===== src/rtl/irq_flag_pkg.sv =====
package irq_flag_pkg;
  typedef enum logic [1:0] {
    RXS_ANY   = 2'b00,
    RXS_HALF  = 2'b01,
    RXS_3Q    = 2'b10,
    RXS_FULL  = 2'b11
  } rx_sel_e;

  typedef enum logic [1:0] {
    TXS_ROOM  = 2'b00,
    TXS_EMPTY = 2'b01,
    TXS_LOW   = 2'b10,
    TXS_IDLE  = 2'b11
  } tx_sel_e;

  localparam int DIR_RX = 0;
  localparam int DIR_TX = 1;
  localparam int NDIR   = 2;
endpackage


===== src/rtl/irq_rx_cond.sv =====
module irq_rx_cond
  import irq_flag_pkg::*;
#(
  parameter int DEPTH = 8,
  parameter int CW    = $clog2(DEPTH + 1)
) (
  input  logic          en,
  input  logic [CW-1:0] level,
  input  logic          rd,
  input  logic [1:0]    sel,
  input  logic          drain_all,
  output logic          cond
);
  localparam logic [CW-1:0] L_ONE  = CW'(1);
  localparam logic [CW-1:0] L_HALF = CW'(DEPTH / 2);
  localparam logic [CW-1:0] L_3Q   = CW'((3 * DEPTH) / 4);
  localparam logic [CW-1:0] L_FULL = CW'(DEPTH);

  logic [CW-1:0] eff;
  logic          hit;

  // count as it stands once this cycle's read is taken
  always_comb begin
    eff = level;
    if (rd && (level != '0)) eff = level - L_ONE;
  end

  always_comb begin
    unique case (rx_sel_e'(sel))
      RXS_ANY:  hit = (eff >= L_ONE);
      RXS_HALF: hit = (eff >= L_HALF);
      RXS_3Q:   hit = (eff >= L_3Q);
      RXS_FULL: hit = (eff >= L_FULL);
      default:  hit = 1'b0;
    endcase
    if (drain_all) hit = (eff != '0);
    cond = en && hit;
  end
endmodule


===== src/rtl/irq_tx_cond.sv =====
module irq_tx_cond
  import irq_flag_pkg::*;
#(
  parameter int DEPTH = 8,
  parameter int CW    = $clog2(DEPTH + 1)
) (
  input  logic          en,
  input  logic [CW-1:0] level,
  input  logic          wr,
  input  logic [1:0]    sel,
  input  logic          shift_busy,
  output logic          cond
);
  localparam logic [CW-1:0] L_ONE  = CW'(1);
  localparam logic [CW-1:0] L_HALF = CW'(DEPTH / 2);
  localparam logic [CW-1:0] L_FULL = CW'(DEPTH);

  logic [CW-1:0] eff;
  logic          hit;

  // count as it stands once this cycle's write is taken
  always_comb begin
    eff = level;
    if (wr && (level < L_FULL)) eff = level + L_ONE;
  end

  always_comb begin
    unique case (tx_sel_e'(sel))
      TXS_ROOM:  hit = (eff < L_FULL);
      TXS_EMPTY: hit = (eff == '0);
      TXS_LOW:   hit = (eff <= L_HALF);
      TXS_IDLE:  hit = (eff == '0) && !shift_busy;
      default:   hit = 1'b0;
    endcase
    cond = en && hit;
  end
endmodule


===== src/rtl/irq_pend_flag.sv =====
module irq_pend_flag (
  input  logic clk,
  input  logic rst_n,
  input  logic cond,
  input  logic clr,
  output logic pend
);
  // set wins over clear; a clear only lands once the source is gone
  always_ff @(posedge clk) begin
    if (!rst_n)    pend <= 1'b0;
    else if (cond) pend <= 1'b1;
    else if (clr)  pend <= 1'b0;
  end
endmodule


===== src/rtl/irq_persist_flags.sv =====
module irq_persist_flags
  import irq_flag_pkg::*;
#(
  parameter int DEPTH = 8,
  localparam int CW   = $clog2(DEPTH + 1)
) (
  input  logic          clk,
  input  logic          rst_n,
  input  logic          mod_en,
  input  logic [1:0]    rx_sel,
  input  logic [1:0]    tx_sel,
  input  logic          rx_drain_all,
  input  logic [CW-1:0] rx_level,
  input  logic          rx_rd,
  input  logic [CW-1:0] tx_level,
  input  logic          tx_wr,
  input  logic          tx_shift_busy,
  input  logic          clr_we,
  input  logic [1:0]    clr_mask,
  input  logic          rx_ie,
  input  logic          tx_ie,
  output logic          rx_pend,
  output logic          tx_pend,
  output logic          rx_irq,
  output logic          tx_irq
);
  logic            rx_cond;
  logic            tx_cond;
  logic [NDIR-1:0] cond_v;
  logic [NDIR-1:0] clr_v;
  logic [NDIR-1:0] pend_v;

  irq_rx_cond #(.DEPTH(DEPTH), .CW(CW)) u_rx_cond (
    .en(mod_en), .level(rx_level), .rd(rx_rd), .sel(rx_sel),
    .drain_all(rx_drain_all), .cond(rx_cond)
  );

  irq_tx_cond #(.DEPTH(DEPTH), .CW(CW)) u_tx_cond (
    .en(mod_en), .level(tx_level), .wr(tx_wr), .sel(tx_sel),
    .shift_busy(tx_shift_busy), .cond(tx_cond)
  );

  assign cond_v[DIR_RX] = rx_cond;
  assign cond_v[DIR_TX] = tx_cond;
  assign clr_v          = clr_mask & {NDIR{clr_we}};

  for (genvar d = 0; d < NDIR; d++) begin : g_dir
    irq_pend_flag u_flag (
      .clk(clk), .rst_n(rst_n), .cond(cond_v[d]), .clr(clr_v[d]),
      .pend(pend_v[d])
    );
  end

  assign rx_pend = pend_v[DIR_RX];
  assign tx_pend = pend_v[DIR_TX];
  assign rx_irq  = rx_pend && rx_ie;
  assign tx_irq  = tx_pend && tx_ie;
endmodule


===== config.mk =====
export PLATFORM = sky130hd
export DESIGN_NAME = irq_persist_flags
export DESIGN_NICKNAME = d
export VERILOG_FILES = /design/src/rtl/irq_flag_pkg.sv /design/src/rtl/irq_rx_cond.sv /design/src/rtl/irq_tx_cond.sv /design/src/rtl/irq_pend_flag.sv /design/src/rtl/irq_persist_flags.sv
export SDC_FILE = /design/constraint.sdc
export NUM_CORES = 1
export LEC_CHECK = 0
export ABC_AREA = 1
export ABC_CLOCK_PERIOD_IN_PS = 1500
export BUFFER_PORTS_ARGS = -buffer_cell sky130_fd_sc_hd__buf_4
export CORE_AREA = 2 2 39 41
export DETAILED_ROUTE_END_ITERATION = 7
export DIE_AREA = 0 0 41 43
export RECOVER_POWER = 100
export REMOVE_ABC_BUFFERS = 1
export SYNTH_ARGS = -nofsm -noshare
export SYNTH_HDL_FRONTEND = slang
export SYNTH_SLANG_ARGS = --single-unit

===== constraint.sdc =====
create_clock -name clk -period 1.5 [get_ports clk]
set_input_delay 0.225 -clock clk [delete_from_list [all_inputs] [get_ports clk]]
set_output_delay 0.225 -clock clk [all_outputs]
set_load 0.01 [all_outputs]

==> results_dict.tcl <==
set metrics [dict create \
    core_area_mm2 0.001384 \
    use_met1_pct 12.46 \
    finalWirelength_um 876 \
    cts_buffers 3 \
    drc 0 \
    yosysTopAreaCell "nand2_1" \
    port_buffers 27 \
    largest_reg_flops 2 \
    grt_antenna_before_repair 0 \
    antenna_cells 0 \
    max_freq_ghz 0.8714 \
    hold_end "g_dir[0].u_flag.pend" \
    final_common_cell "nand2_1" \
    syn_area_per_cell_um2 5.378 \
    final-hold-violation-count 0 \
    cts_root_buf "clkbuf_4" \
    netlist_area_um2 360.3 \
    min-delay-path-class "input pin to flip-flop" \
    cp_top_family "simple AND/OR/NAND/NOR gates" \
    register_area_um2 40.04 \
    cts_hold_buf 0 \
    required_ps 1620 \
    clock_latency_ps 230 \
    drv_cap 0 \
    fin_ws_ps 352.5 \
    outcome "finished clean" \
    start_util_pct 26.04 \
    r2r_setup_slack_ps 910 \
    preCtsSetupSlack_ps 113.1 \
    finalNetCount 125 \
    ant_nets 0 \
    dpl.hpwl_um 757.2 \
    gr-max-usage-layer "met2" \
    netlist.area_leader.share_pct 31.25 \
    r2r_start "g_dir[0].u_flag.pend" \
    worstMarginPinSlew_ps 290.5 \
    cpMostUsedCell "nand2_1" \
    final.setup.tns_ps 0 \
    period_share_pct 76.50 \
    leakage_nw 0.3401 \
    r2r-end "g_dir[0].u_flag.pend" \
    firstDrtPassIters 2 \
    grt_overflow_total 0 \
    drive_above_1_share_pct 30.93 \
    cts_resized 0 \
    clk_pin_slew_ps 30 \
    p_sw_w 0.00009470 \
    cp_max_fo 5 \
    worstHoldPathCells 3 \
    swShare_pct 30.37 \
    synthToLayoutAreaGrowth_pct 63.89 \
    drtIter0Drc 4 \
    arrival_ps 1270 \
    slew_violations 0 \
    worstSetupStartpointType "input pin" \
    yosys_warnings 0 \
    cts_tree "built" \
    largestRegisters "g_dir.u_flag.pend (2)" \
    synth_cells 67 \
    path_buf_inv 2 \
    post-cts-setup-buffers 0 \
    critPathCaptureType "flip-flop" \
    worstHoldStart "rst_n" \
    grt_max_degree 6 \
    cts_buffer_depth 2 \
    grt_setup_unrepaired "false" \
    ioPinCount 28 \
    regMostFlops "g_dir.u_flag.pend" \
    gp_congestion 0.7510 \
    p_int_w 0.0002171 \
    grt_use_met2_pct 17.81 \
    synth-seq-area-share_pct 11.11 \
    skew_ps 0 \
    final_cell_mix "nand2_1 (30), buf_4 (22), inv_1 (10)" \
    ir_worst_vdd_uv 148.6 \
    dieArea_mm2 0.001763 \
    via_count 486 \
    slew_headroom_pct 80.43 \
    synthTopCellsByArea "nand2_1 (31%), dfxtp_1 (11%), inv_1 (10%)" \
    multi_input_area_um2 282.8 \
    finalCriticalPeriod_ps 1148 \
    cts_max_level 1 \
    die_y_um 43 \
    ys_types 16 \
    crit_slowest_cell "ha_1" \
    met3_usage_pct 0 \
    rows 14 \
    powerDensity_mw_per_mm2 528.0 \
    viasPerCell 4.301 \
    dieWidth_um 41 \
    crit_type "input pin to flip-flop" \
    ys_ff_latch 2 \
    clkSinkCount 2 \
    wl_per_cell_um 7.752 \
    fin_util_pct 42.68 \
    path_cells "clkbuf_4 -> inv_1 -> ha_1 -> nand2_1 -> nand2_1 -> nand2_1 -> nand3b_1 -> nand2_1 -> nand2_1 -> nand2_1 -> nand2_1 -> a21oi_2" \
    reg2reg_depth 2 \
    grt_pass1_wl_um 1373 \
    nFillCells 164 \
    grt_pass1_vias 415 \
    cpPeakStageDelay_ps 270 \
    setup_viol 0 \
    clock_power_share_pct 39.2 \
    gr-usage-all-layers_pct 11.72 \
    sequentialPowerShare_pct 19.1 \
    power_frac_comb_pct 41.7 \
]
power groups by stage:
| stage | sequential [W] | clock, W | combinational [W] |
|---|---|---|---|
| after detailed placement | 0.0000606 | 0 | 0.000137 |
| after global placement | 0.0000605 | 0 | 0.000136 |
| after CTS | 0.0000598 | 0.000129 | 0.000137 |
| after floorplan | 0.0000622 | 0 | 0.0000646 |
| after global routing | 0.0000602 | 0.000128 | 0.000149 |
| final | 0.0000597 | 0.000122 | 0.000130 |
per-layer routing:
layer | up-vias | routed length, µm
met2 | 16 | 422
li1 | 270 | -
met4 | 0 | 34
met3 | 4 | 64
met1 | 196 | 354
met5 | - | 0
cells in the mapped netlist:
cell,number
o21ai_1,1
nor2_1,6
xnor2_1,1
nand3_1,3
a21oi_2,2
nor2_2,1
xor2_1,1
dfxtp_1,2
ha_1,2
a21oi_1,2
a21boi_4,1
inv_1,10
o21ai_0,2
nand2_1,30
nand3b_1,1
o21bai_1,2
tightest hold or removal path: stages:
cell and delay, ps:
buf_4 80, inv_1 50, a21oi_2 80
cell type report:
class                   instances  share of cell area (%)
flip-flops and latches          2                   6.780
clock buffers                   3                   3.814
inverters                      10                   6.356
well taps                      16                   3.390
repair buffers                 27                   31.78
multi-input cells              55                   47.88
cells by family after synthesis:
| group | synth area share [%] |
|---|---|
| adders and majority gates | 6.943 |
| and+or+nand+nor | 45.49 |
| DFF | 11.11 |
| buffers and inverters | 10.42 |
| AOI/OAI and AO/OA | 21.18 |
| xor gates and xnor gates | 4.862 |
worst max-delay path by stage:
stage                                end  cells past startpoint   startpoint
floorplan           g_dir[0].u_flag.pend                      9  rx_level[0]
global placement    g_dir[0].u_flag.pend                     12  rx_level[0]
detailed placement  g_dir[0].u_flag.pend                     12  rx_level[0]
CTS                 g_dir[0].u_flag.pend                     12  rx_level[0]
global route        g_dir[0].u_flag.pend                     12  rx_level[0]
finish              g_dir[0].u_flag.pend                     12  rx_level[0]
through the flow:
step | instance area [µm²] | instances | total power [W] | hold WS, ps
after floorplan | 360.3 | 67 | 0.0001268 | 365.2
after global placement | 583.1 | 110 | 0.0001961 | 471.3
after detailed placement | 583.1 | 110 | 0.0001972 | 477.6
after CTS | 605.6 | 113 | 0.0003263 | 238.6
after global routing | 590.6 | 113 | 0.0003371 | 257.7
final | 590.6 | 113 | 0.0003118 | 242.6
Power figures use the tool's default switching activity.
